<file path="src/rtl/modt_pkg.sv">
package modt_pkg;
  typedef enum logic [1:0] {
    SRC_SYS    = 2'b00,
    SRC_DIV_LO = 2'b01,
    SRC_DIV_HI = 2'b10,
    SRC_EXT    = 2'b11
  } clk_src_e;

  localparam int CTRL_W  = 4;
  localparam int RUN_BIT = 3;
  localparam logic [CTRL_W-1:0] CTRL_MASK = 4'b1011;
endpackage

</file>
<file path="src/rtl/modt_prescaler.sv">
module modt_prescaler #(
  parameter int DIV_W  = 15,
  parameter int TAP_LO = 7
) (
  input  logic clk_i,
  input  logic rst_ni,
  input  logic adv_i,
  input  logic clr_i,
  output logic tick_lo_o,
  output logic tick_hi_o
);
  logic [DIV_W-1:0] div_q;

  always_ff @(posedge clk_i or negedge rst_ni) begin
    if (!rst_ni)    div_q <= '0;
    else if (clr_i) div_q <= '0;
    else if (adv_i) div_q <= div_q + 1'b1;
  end

  // tap fires on the advance that carries out of the selected stages
  assign tick_lo_o = adv_i & ~clr_i & (&div_q[TAP_LO-1:0]);
  assign tick_hi_o = adv_i & ~clr_i & (&div_q);


  div_clear_chk: assert property (@(posedge clk_i) disable iff (!rst_ni)
    clr_i |=> (div_q == '0));

  tick_lo_gap_chk: assert property (@(posedge clk_i) disable iff (!rst_ni)
    tick_lo_o |=> !tick_lo_o);
endmodule

</file>
<file path="src/rtl/modt_edge_sync.sv">
module modt_edge_sync #(
  parameter int SYNC_W = 2
) (
  input  logic clk_i,
  input  logic rst_ni,
  input  logic pin_i,
  output logic fall_o
);
  logic [SYNC_W-1:0] sync_q;
  logic              prev_q;

  always_ff @(posedge clk_i or negedge rst_ni) begin
    if (!rst_ni) begin
      sync_q <= '1;
      prev_q <= 1'b1;
    end else begin
      sync_q <= {sync_q[SYNC_W-2:0], pin_i};
      prev_q <= sync_q[SYNC_W-1];
    end
  end

  assign fall_o = prev_q & ~sync_q[SYNC_W-1];


  fall_single_chk: assert property (@(posedge clk_i) disable iff (!rst_ni)
    fall_o |=> !fall_o);
endmodule

</file>
<file path="src/rtl/modt_counter.sv">
module modt_counter #(
  parameter int W = 8
) (
  input  logic         clk_i,
  input  logic         rst_ni,
  input  logic         cnt_en_i,
  input  logic         reload_i,
  input  logic [W-1:0] mod_i,
  output logic [W-1:0] cnt_o,
  output logic         ovf_o
);
  localparam logic [W-1:0] CNT_MAX = '1;

  logic [W-1:0] cnt_q;
  logic         ovf_q;

  always_ff @(posedge clk_i or negedge rst_ni) begin
    if (!rst_ni) begin
      cnt_q <= '0;
      ovf_q <= 1'b0;
    end else begin
      ovf_q <= 1'b0;
      if (reload_i) begin
        cnt_q <= mod_i;   // forced reload wins over a count event
      end else if (cnt_en_i) begin
        if (cnt_q == CNT_MAX) begin
          cnt_q <= mod_i;
          ovf_q <= 1'b1;
        end else begin
          cnt_q <= cnt_q + 1'b1;
        end
      end
    end
  end

  assign cnt_o = cnt_q;
  assign ovf_o = ovf_q;


  ovf_reload_chk: assert property (@(posedge clk_i) disable iff (!rst_ni)
    ovf_q |-> ($past(cnt_q) == CNT_MAX) && (cnt_q == $past(mod_i)));

  cmd_reload_chk: assert property (@(posedge clk_i) disable iff (!rst_ni)
    reload_i |=> (cnt_q == $past(mod_i)) && !ovf_q);
endmodule

</file>
<file path="src/rtl/modulo_timer.sv">
module modulo_timer
  import modt_pkg::*;
#(
  parameter int CNT_W  = 8,
  parameter int DIV_W  = 15,
  parameter int TAP_LO = 7
) (
  input  logic              clk_i,
  input  logic              rst_ni,
  input  logic              sys_en_i,
  input  logic              div_clr_i,
  input  logic              ctrl_we_i,
  input  logic [CTRL_W-1:0] ctrl_wdata_i,
  input  logic              mod_we_i,
  input  logic [CNT_W/2-1:0] mod_hi_i,
  input  logic [CNT_W/2-1:0] mod_lo_i,
  input  logic              cnt_reload_i,
  input  logic              ext_pin_i,
  output logic [CTRL_W-1:0] ctrl_o,
  output logic [CNT_W-1:0]  mod_o,
  output logic [CNT_W-1:0]  cnt_o,
  output logic              ovf_o
);
  logic [CTRL_W-1:0] ctrl_q;
  logic [CNT_W-1:0]  mod_q;
  logic              tick_lo, tick_hi, ext_fall;
  logic              src_ev, cnt_en;
  clk_src_e          src_sel;

  always_ff @(posedge clk_i or negedge rst_ni) begin
    if (!rst_ni) begin
      ctrl_q <= '0;
      mod_q  <= '0;
    end else begin
      if (ctrl_we_i) ctrl_q <= ctrl_wdata_i & CTRL_MASK;
      if (mod_we_i)  mod_q  <= {mod_hi_i, mod_lo_i};
    end
  end

  modt_prescaler #(.DIV_W(DIV_W), .TAP_LO(TAP_LO)) u_presc (
    .clk_i     (clk_i),
    .rst_ni    (rst_ni),
    .adv_i     (sys_en_i),
    .clr_i     (div_clr_i),
    .tick_lo_o (tick_lo),
    .tick_hi_o (tick_hi)
  );

  modt_edge_sync #(.SYNC_W(2)) u_ext (
    .clk_i  (clk_i),
    .rst_ni (rst_ni),
    .pin_i  (ext_pin_i),
    .fall_o (ext_fall)
  );

  assign src_sel = clk_src_e'(ctrl_q[1:0]);

  always_comb begin
    unique case (src_sel)
      SRC_SYS:    src_ev = sys_en_i;
      SRC_DIV_LO: src_ev = tick_lo;
      SRC_DIV_HI: src_ev = tick_hi;
      default:    src_ev = ext_fall;
    endcase
  end

  assign cnt_en = ctrl_q[RUN_BIT] & src_ev;

  modt_counter #(.W(CNT_W)) u_cnt (
    .clk_i    (clk_i),
    .rst_ni   (rst_ni),
    .cnt_en_i (cnt_en),
    .reload_i (cnt_reload_i),
    .mod_i    (mod_q),
    .cnt_o    (cnt_o),
    .ovf_o    (ovf_o)
  );

  assign ctrl_o = ctrl_q;
  assign mod_o  = mod_q;


  stopped_hold_chk: assert property (@(posedge clk_i) disable iff (!rst_ni)
    (!ctrl_q[RUN_BIT] && !cnt_reload_i) |=> $stable(cnt_o) && !ovf_o);

  sys_gate_chk: assert property (@(posedge clk_i) disable iff (!rst_ni)
    (src_sel == SRC_SYS && !sys_en_i && !cnt_reload_i) |=> $stable(cnt_o));
endmodule

</file>
<file path="config.mk">
export PLATFORM = sky130hd
export DESIGN_NAME = modulo_timer
export DESIGN_NICKNAME = d
export VERILOG_FILES = /design/src/rtl/modt_pkg.sv /design/src/rtl/modt_prescaler.sv /design/src/rtl/modt_edge_sync.sv /design/src/rtl/modt_counter.sv /design/src/rtl/modulo_timer.sv
export SDC_FILE = /design/constraint.sdc
export NUM_CORES = 1
export LEC_CHECK = 0
export BUFFER_PORTS_ARGS = -buffer_cell sky130_fd_sc_hd__buf_2
export CORE_UTILIZATION = 45
export CTS_CLUSTER_SIZE = 8
export DETAILED_ROUTE_END_ITERATION = 10
export PLACE_DENSITY_LB_ADDON = 0.2
export SYNTH_ARGS = -nofsm -noshare
export SYNTH_HDL_FRONTEND = slang
export SYNTH_SLANG_ARGS = --single-unit
</file>
<file path="constraint.sdc">
create_clock -name clk_i -period 3.4 [get_ports clk_i]
set_clock_uncertainty 0.05 [all_clocks]
set_input_delay 0.17 -clock clk_i [delete_from_list [all_inputs] [get_ports clk_i]]
set_output_delay 0.17 -clock clk_i [all_outputs]
set_load 0.1 [all_outputs]
</file>
### Word level (Yosys, flattened, before mapping)

Index checks and enable logic that the tools add are counted.

* output and inout port bits: 21
* word-level logic and storage cells: 33
* input bits: 20
* register bits: 38

* muxes and demuxes: 9
* add/subtract/negate cells: 2
* bitwise logic cells: 7
* equal/unequal tests: 3
* reduce and logical (&&, ||, !) cells: 5

Operators with widths (count)
* 15-bit 2-to-1 mux: 2
* 8-bit 2-to-1 mux: 3
* 15-bit by 1-bit adder with 15-bit output, second input constant: 1
* 15-bit AND reduction: 1
* 8-bit by 1-bit adder with 8-bit output, second input constant: 1
* 8-bit == test, second input constant: 1
* 7-bit AND reduction: 1
* 1-bit AND: 5
* 2-bit nonzero test: 2
* 1-bit 2-to-1 mux: 3
* 1-bit one-hot mux with 3 select lines: 1
* 2-bit by 1-bit == test with 1-bit output, second input constant: 1
* 2-bit == test, second input constant: 1
* 2-bit logical NOT: 1
* 1-bit NOT: 2

### Longest topological paths before layout

Gate-level depths: netlist of run 1.

* depth in word-level cells: 7
* depth in mapped cells: 7
* mapped depth without buffers: 7

### Cells and area by module

Synthesis of run 1 repeated with hierarchy kept, for this count alone.

* cell total of the unflattened synthesis: 174
* area, all modules: 1925.6 um^2

By module, submodules not included
* modt_prescaler: cells each 81, instances 1, seq. area each 375.4 um^2, area each 804.5 um^2
* modt_counter: cells each 62, instances 1, seq. area each 225.2 um^2, area each 584.3 um^2
* modulo_timer: cells each 27, instances 1, seq. area each 275.3 um^2, area each 444.2 um^2
* modt_edge_sync: cells each 4, instances 1, seq. area each 78.8 um^2, area each 92.6 um^2

### Worst setup path before layout of run 1

No wires, ideal clock.

* kind: reg-to-reg
* start point: reg ctrl_q[0] (netlist: ctrl_o[0])
* end point: reg u_cnt.cnt_q[0] (netlist: u_cnt.cnt_o[0])
* arrival time: 2.409 ns
* cell stages (with the launch flop): 8
* clock period less this slack: 2.586 ns
* slack: 0.814 ns
* data required time: 3.224 ns
* buffers on the path: 0
* setup time: 0.126 ns
* cells stage by stage: dfrtp_1 inv_1 ha_1 inv_1 o41ai_4 and3_2 nor3b_1 a311o_1

* word-level cells in the longest chain between the ends: 4
* elaborated cells between the ends (all ways): 6
* those cells by class: 2 x eq/ne; 1 x mux; 1 x bitwise; 2 x reduce/logical

RTL lines
* from (decl): line modulo_timer.sv:24 `logic [CTRL_W-1:0] ctrl_q;`
* from (signal assigned): line modulo_timer.sv:35 `if (ctrl_we_i) ctrl_q <= ctrl_wdata_i & CTRL_MASK;`
* 2-bit == test, or another cell as far along: line modulo_timer.sv:59 `unique case (src_sel)`
* 1-bit one-hot mux with 3 select lines (*): line modulo_timer.sv:59
* 1-bit AND (*): line modulo_timer.sv:67 `assign cnt_en = ctrl_q[RUN_BIT] & src_ev;`
* 2-bit nonzero test (no line) (*)
* to (signal assigned): line modt_counter.sv:24 `cnt_q <= mod_i;`
* to (signal assigned): line modt_counter.sv:27 `cnt_q <= mod_i;`
* to (signal assigned): line modt_counter.sv:30 `cnt_q <= cnt_q + 1'b1;`
* to (decl): line modt_counter.sv:14 `logic [W-1:0] cnt_q;`

Every way passes the cells marked *; elsewhere a longest branch is shown, timed or not.
A chain may end at the register's enable or synchronous reset.

### Worst setup path after layout of run 1

* start point: reg ctrl_q[0] (netlist: ctrl_o[0])
* end point: reg u_cnt.cnt_q[5] (netlist: u_cnt.cnt_o[5])

Same word-level chain as after synthesis.

==> impl_metrics.sql, run 1 <==
INSERT INTO impl_metrics (metric_group, metric, value, unit) VALUES
('timing', 'timing_max_transition_violations_final', '0', ''),
('detailed_routing', 'viasPerCell', '5.36', ''),
('worst_hold_path', 'worst_hold_path_type', 'input pin to register', ''),
('detailed_routing', 'final_antenna_net_count', '0', ''),
('clock_network', 'cts_max_path_buffers', '2', ''),
('floorplanning', 'chipHeight', '67.1', 'um'),
('pwr', 'p_leak', '0.00102', 'uW'),
('logic_synthesis', 'fraction_of_the_mapped_netlist_area_in_compound_gates', '14.8', '%'),
('detailed_routing', 'post_drt_wl_per_cell', '13.3', 'um'),
('clock_network', 'clock_latency', '290', 'ps'),
('logic_synthesis', 'yosys-mux-area-fraction', '6.36', '%'),
('clock_network', 'clock_sink_count', '38', ''),
('place', 'place.gp.congestion', '0.781', ''),
('final_layout', 'multi_input_area', '901', 'um^2'),
('final_layout', 'register_area', '955', 'um^2'),
('global_routing', 'grt_usage', '18.4', '%'),
('clock_network', 'clk_pin_slew', '70', 'ps'),
('timing', 'worstMarginPinSlew', '823', 'ps'),
('logic_synthesis', 'post_synth_most_frequent_cells', 'sky130_fd_sc_hd__dfrtp_1 (35), sky130_fd_sc_hd__nand2_1 (17), sky130_fd_sc_hd__nor2_1 (14)', ''),
('logic_synthesis', 'post_synth_and_or_nand_nor_area_fraction', '18.0', '%'),
('timing', 'fin_setup_tns', '0', 'ps'),
('place', 'dpl-instance-area', '0.00213', 'mm^2'),
('logic_synthesis', 'post_synth_fa_ha_maj_area_fraction', '3.28', '%'),
('floorplanning', 'io_pins', '41', ''),
('logic_synthesis', 'synthesis.yosys.warnings', '0', ''),
('timing', 'report.final.setup_viol', '0', ''),
('logic_synthesis', 'area_of_the_mapped_netlist', '0.00191', 'mm^2'),
('logic_synthesis', 'synthFlopType', 'sky130_fd_sc_hd__dfrtp_1', ''),
('final_layout', 'drive_above_1_share', '27.7', '%'),
('setup_path', 'startpoint_type', 'register', ''),
('timing', 'fin_crit', '2080', 'ps'),
('place', 'portBuffers', '38', ''),
('detailed_routing', 'post-route-drc-count', '0', ''),
('logic_synthesis', 'synth_edf_count', '0', ''),
('detailed_routing', 'detail_route.iter0.violations', '110', ''),
('detailed_routing', 'via_count', '1470', ''),
('final_layout', 'fin_nets', '248', ''),
('logic_synthesis', 'post_synth_xor_area_fraction', '4.59', '%'),
('clock_network', 'cts_tree', 'yes', ''),
('logic_synthesis', 'synth_top_family_by_area', 'simple AND/OR/NAND/NOR gates', ''),
('pwr', 'max-vdd-ir-drop', '309', 'uV'),
('detailed_routing', 'routed_wirelength', '3640', 'um'),
('place', 'post-dp-hpwl', '2600', 'um'),
('setup_path', 'critPathCaptureType', 'register', ''),
('global_routing', 'grt_pass1_vias', '1367', ''),
('flow_run', 'timing.max_cap.violations', '0', ''),
('timing', 'timing.final.crit_share', '61.2', '%'),
('logic_synthesis', 'synth-seq-area-share', '50.0', '%'),
('global_routing', 'grt_start_max_net_pins', '39', ''),
('floorplanning', 'die_width', '67.1', 'um'),
('clock_network', 'cts_resized', '0', ''),
('logic_synthesis', 'synth_cells', '182', ''),
('logic_synthesis', 'ys_seq_elements', '38', ''),
('global_routing', 'grt_pass1_wl', '6090', 'um'),
('clock_network', 'cts.root.buffer_cell', 'sky130_fd_sc_hd__clkbuf_8', ''),
('logic_synthesis', 'synth.top_cells.by_area', 'sky130_fd_sc_hd__dfrtp_1 (46%), sky130_fd_sc_hd__mux2_2 (5.3%), sky130_fd_sc_hd__dfstp_2 (4.1%), sky130_fd_sc_hd__xor2_1 (3.7%), sky130_fd_sc_hd__nand2_1 (3.3%)', ''),
('final_layout', 'fillCellCount', '360', ''),
('final_layout', 'utilization', '55.3', '%'),
('final_layout', 'area_growth_syn_to_layout', '16.6', '%'),
('status', 'run_status', 'complete, no violations', ''),
('timing', 'final-hold-violation-count', '0', ''),
('setup_path', 'critPathRequiredTime', '3520', 'ps'),
('timing', 'max_freq', '480', 'MHz'),
('final_layout', 'post_route_cell_area', '0.00223', 'mm^2'),
('setup_path', 'worstPathArrival', '2200', 'ps'),
('floorplanning', 'rows', '23', ''),
('setup_path', 'critical_path.max_fanout', '7', ''),
('timing', 'slew_headroom', '45.1', '%'),
('floorplanning', 'dieArea', '0.00451', 'mm^2'),
('clock_network', 'post-cts-setup-buffer-count', '0', ''),
('logic_synthesis', 'mappedNetlistNets', '207', '');
[where the power goes]
part / switching, uW / internal, uW / total [uW]
sequential: 47.3 / 490 / 537
clock: 147 / 146 / 293
combinational: 325 / 83.3 / 408
total: 519 / 719 / 1240
[kinds of logic (layout without fill, tap and decap cells)]
family	Yosys count	in the layout
AND/OR/NAND/NOR	65	65
AO/OA/AOI/OAI	41	41
flip-flops	38	38
multiplexers	11	11
buffers and inverters	11	53
XOR/XNOR	10	10
adder cells (fa/ha/maj)	5	5
other	1	1
[cell usage in the layout (no fill, tap or decap), types with 2 or more instances in the layout]
| master | count |
|---|---|
| sky130_fd_sc_hd__o21ai_0 | 12 |
| sky130_fd_sc_hd__or3_1 | 4 |
| sky130_fd_sc_hd__nor3b_1 | 2 |
| sky130_fd_sc_hd__dlygate4sd3_1 | 2 |
| sky130_fd_sc_hd__ha_1 | 5 |
| sky130_fd_sc_hd__dfrtp_1 | 35 |
| sky130_fd_sc_hd__nand4_1 | 5 |
| sky130_fd_sc_hd__clkbuf_1 | 3 |
| sky130_fd_sc_hd__and3_2 | 2 |
| sky130_fd_sc_hd__dfstp_2 | 3 |
| sky130_fd_sc_hd__mux2i_1 | 2 |
| sky130_fd_sc_hd__mux2_2 | 9 |
| sky130_fd_sc_hd__nand3_1 | 8 |
| sky130_fd_sc_hd__o22ai_1 | 3 |
| sky130_fd_sc_hd__and3_1 | 4 |
| sky130_fd_sc_hd__and2_1 | 2 |
| sky130_fd_sc_hd__o2bb2a_1 | 2 |
| sky130_fd_sc_hd__nor2_1 | 14 |
| sky130_fd_sc_hd__nand2_1 | 17 |
| sky130_fd_sc_hd__a21oi_1 | 10 |
| sky130_fd_sc_hd__buf_2 | 38 |
| sky130_fd_sc_hd__o22a_1 | 2 |
| sky130_fd_sc_hd__inv_1 | 5 |
| sky130_fd_sc_hd__xor2_1 | 8 |
| sky130_fd_sc_hd__clkbuf_8 | 5 |
| sky130_fd_sc_hd__xnor2_1 | 2 |
| sky130_fd_sc_hd__a31oi_1 | 3 |
[path summary, 6_finish.rpt]
path	from	endpoint	slack [ps]	cells past startpoint
worst max-delay path	ctrl_o[0]	u_cnt.cnt_o[5]	1320	7
worst min-delay path	ctrl_wdata_i[0]	ctrl_o[0]	40	3
worst max register to register	ctrl_o[0]	u_cnt.cnt_o[5]	1320	7
worst min register to register	u_ext.sync_q[0]	u_ext.sync_q[1]	310	0
max in group asynchronous	rst_ni	u_presc.div_q[2]	2310	2
min in group asynchronous	rst_ni	u_presc.div_q[7]	470	2
[per-layer routing]
layer | vias up | routed length, um | track usage (%) | part of all wire (%)
met5 | - | 0 | 0 | 0
met4 | 0 | 53 | 6.38 | 1.5
met3 | 6 | 151 | 4.56 | 4.1
met2 | 34 | 1570 | 28.0 | 43
met1 | 695 | 1870 | 25.3 | 51
li1 | 735 | - | - | -
[flip-flops by register name (all words and copies together), names as in the netlist]
register and cells:
u_presc.div_q 15, mod_o 8, u_cnt.cnt_o 8, ctrl_o 3
u_ext.sync_q 2, u_cnt.ovf_o 1, u_ext.prev_q 1
[stage by stage]
step	setup WS, ps	cells
2_1_floorplan	814	182
3_3_place_gp	1310	264
3_5_place_dp	1320	264
4_1_cts	1300	274
5_1_grt	1130	274
6_report	1320	274
[worst max-delay path, cell delays in order (launching register included)]
cell and delay (ps):
sky130_fd_sc_hd__dfrtp_1 370, sky130_fd_sc_hd__inv_1 80, sky130_fd_sc_hd__ha_1 210, sky130_fd_sc_hd__a21oi_2 190, sky130_fd_sc_hd__o211ai_1 160, sky130_fd_sc_hd__a31oi_1 520, sky130_fd_sc_hd__a21oi_1 80, sky130_fd_sc_hd__o2bb2a_1 310
[what timing repair did]
action,CTS,global route
hold buffers,2,0
endpoints found under the setup margin,0,0
endpoints found under the hold margin,36,0
[final cells by class]
| cell class | count | area share, % |
|---|---|---|
| Multi-Input combinational cell | 133 | 40.4 |
| Timing Repair Buffer | 40 | 9.44 |
| Inverter | 5 | 0.843 |
| Clock buffer | 8 | 3.60 |
| Tap cell | 50 | 2.81 |
| Sequential cell | 38 | 42.9 |
Note: power is estimated with default switching activity, not from simulation.
==> run 2, diff against run 1 <==
==> constraint.sdc (replaced) <==
create_clock -name clk_i -period 2 [get_ports clk_i]
set_clock_uncertainty 0.05 [all_clocks]
set_input_delay 0.1 -clock clk_i [delete_from_list [all_inputs] [get_ports clk_i]]
set_output_delay 0.1 -clock clk_i [all_outputs]
set_load 0.1 [all_outputs]
==> impl_metrics.sql, run 2 (synthesis gave the netlist of run 1 again) <==
INSERT INTO impl_metrics (metric_group, metric, value, unit) VALUES
('status', 'run_status', 'complete, no violations', ''),
('final_layout', 'drive_above_1_share', '39.2', '%'),
('pwr', 'p_leak', '0.00113', 'uW'),
('setup_path', 'startpoint_type', 'register', ''),
('setup_path', 'critical-path-max-stage-delay', '440', 'ps'),
('floorplanning', 'core', '0.00403', 'mm^2'),
('floorplanning', 'io_pins', '41', ''),
('final_layout', 'area_growth_syn_to_layout', '34.5', '%'),
('setup_path', 'critical_path.max_fanout', '4', ''),
('detailed_routing', 'post-route-drc-count', '0', ''),
('timing', 'rsz_0062_raised_after_global_routing', 'true', ''),
('flow_run', 'timing.max_cap.violations', '0', ''),
('timing', 'fin_setup_tns', '0', 'ps'),
('final_layout', 'mostFrequentLayoutCells', 'sky130_fd_sc_hd__buf_2 (38), sky130_fd_sc_hd__dfrtp_1 (25), sky130_fd_sc_hd__nand2_1 (17)', ''),
('timing', 'timing.final.crit_share', '98.9', '%'),
('pwr', 'power_per_cell_area', '881', 'mW/mm^2'),
('clock_network', 'clock_latency', '280', 'ps'),
('timing', 'max_freq', '505', 'MHz'),
('detailed_routing', 'detail_route.iter0.violations', '101', ''),
('setup_path', 'setup.worst_path.class', 'register to register', ''),
('global_routing', 'grt_usage', '21.3', '%'),
('timing', 'final-hold-violation-count', '0', ''),
('setup_path', 'timing.critical_path.cells', 'inv_4 > ha_4 > inv_2 > o41ai_4 > buf_4 > nand3_4 > or2b_4 > o2bb2a_4', ''),
('place', 'portBuffers', '38', ''),
('final_layout', 'insertedDiodeCount', '0', ''),
('place', 'dpl-instance-area', '0.00222', 'mm^2'),
('timing', 'timing_max_transition_violations_final', '0', ''),
('global_routing', 'grt_start_max_net_pins', '39', ''),
('setup_path', 'critPathRequiredTime', '2130', 'ps'),
('clock_network', 'cts_tree', 'yes', ''),
('clock_network', 'cts_max_path_buffers', '2', ''),
('final_layout', 'post_route_cell_area', '0.00257', 'mm^2'),
('clock_network', 'ctsHtreeMaxLevel', '2', ''),
('detailed_routing', 'via_count', '1621', ''),
('setup_path', 'worstPathArrival', '2110', 'ps'),
('timing', 'worstMarginPinSlew', '836', 'ps'),
('floorplanning', 'dieArea', '0.00451', 'mm^2'),
('timing', 'hold_ws', '74.9', 'ps'),
('detailed_routing', 'final_antenna_net_count', '0', ''),
('pwr', 'max-vdd-ir-drop', '550', 'uV'),
('timing', 'fin_crit', '1980', 'ps'),
('place', 'place.gp.congestion', '0.814', ''),
('clock_network', 'cts.root.buffer_cell', 'sky130_fd_sc_hd__clkbuf_8', ''),
('global_routing', 'grt_pass1_wl', '6960', 'um'),
('floorplanning', 'die_width', '67.1', 'um'),
('clock_network', 'clk_pin_slew', '70', 'ps'),
('setup_path', 'critPathCaptureType', 'register', ''),
('floorplanning', 'initial_core_util', '47.4', '%'),
('floorplanning', 'rows', '23', ''),
('floorplanning', 'chipHeight', '67.1', 'um'),
('setup_path', 'crit_slowest_cell', 'sky130_fd_sc_hd__dfrtp_4', ''),
('timing', 'slew_headroom', '44.3', '%'),
('final_layout', 'max_reg_flops', '15', ''),
('detailed_routing', 'routed_wirelength', '4330', 'um'),
('final_layout', 'fin_nets', '269', ''),
('clock_network', 'tritoncts.num_buffers', '5', ''),
('detailed_routing', 'drt_first_pass_iters', '4', ''),
('timing', 'report.final.setup_viol', '0', ''),
('global_routing', 'antenna_found_initial', '0', ''),
('clock_network', 'clock_sink_count', '38', ''),
('place', 'post-dp-hpwl', '2960', 'um'),
('detailed_routing', 'post_drt_wl_per_cell', '14.7', 'um'),
('global_routing', 'gr-total-overflow', '0', ''),
('final_layout', 'largest-register', 'u_presc.div_q', ''),
('final_layout', 'final_common_cell', 'sky130_fd_sc_hd__buf_2', ''),
('detailed_routing', 'viasPerCell', '5.49', ''),
('global_routing', 'grt_pass1_vias', '1510', ''),
('worst_hold_path', 'worst_hold_path_type', 'input pin to register', '');
==> run 2: cell type report <==
cell class,count,area (um^2)
multi-input combinational,133,1010
sequential,38,977
tap,50,62.6
inverter,5,23.8
clock inverter,1,5.00
clock buffer,7,86.3
fill,333,1460
timing repair buffer,61,408
==> run 2: per-layer routing <==
metal	GRT usage, %	share of wire, %	vias to the layer above
li1	-	-	774
met1	24.5	42	810
met2	37.8	53	31
met3	5.07	3.3	6
met4	8.51	1.5	0
met5	0	0	-
==> run 2: power breakdown <==
part           internal (uW)  switching (uW)
logic                    207             594
clock network            278             255
registers                845            85.2
total                   1330             934
==> run 2: metrics by stage <==
stage	utilization, %	instances	setup WS [ps]	power [uW]
2_1_floorplan	-	182	-2.05	1510
3_3_place_gp	55.1	268	100	1650
3_5_place_dp	55.1	268	50.5	1670
4_1_cts	60.9	290	23.6	2230
5_1_grt	63.8	295	-58.4	2380
6_report	63.8	295	21.4	2260
==> run 2: final timing paths <==
| path | slack [ps] | end | start | depth (start not counted) |
|---|---|---|---|---|
| setup / recovery | 20 | u_cnt.cnt_o[5] | ctrl_o[0] | 8 |
| hold / removal | 70 | ctrl_o[3] | ctrl_we_i | 2 |
| setup reg to reg | 20 | u_cnt.cnt_o[5] | ctrl_o[0] | 8 |
| hold reg to reg | 310 | u_ext.prev_q | u_ext.sync_q[1] | 0 |
| max in group asynchronous | 880 | ctrl_o[0] | rst_ni | 2 |
| min in group asynchronous | 400 | mod_o[4] | rst_ni | 2 |
==> run 2: what timing repair did <==
action                                  CTS  global route
resized for setup                         0            17
hold buffers                             14             1
setup buffers                             0             4
endpoints found under the hold margin    46             1
endpoints found under the setup margin    0             5
==> run 2: worst max-delay path, delay by kind of cell, from the launching register on <==
family | cells | cell delay [ps]
AO/OA/AOI/OAI | 2 | 520
flip-flops | 1 | 440
AND/OR/NAND/NOR | 2 | 330
buffers and inverters | 3 | 280
adder cells (fa/ha/maj) | 1 | 250
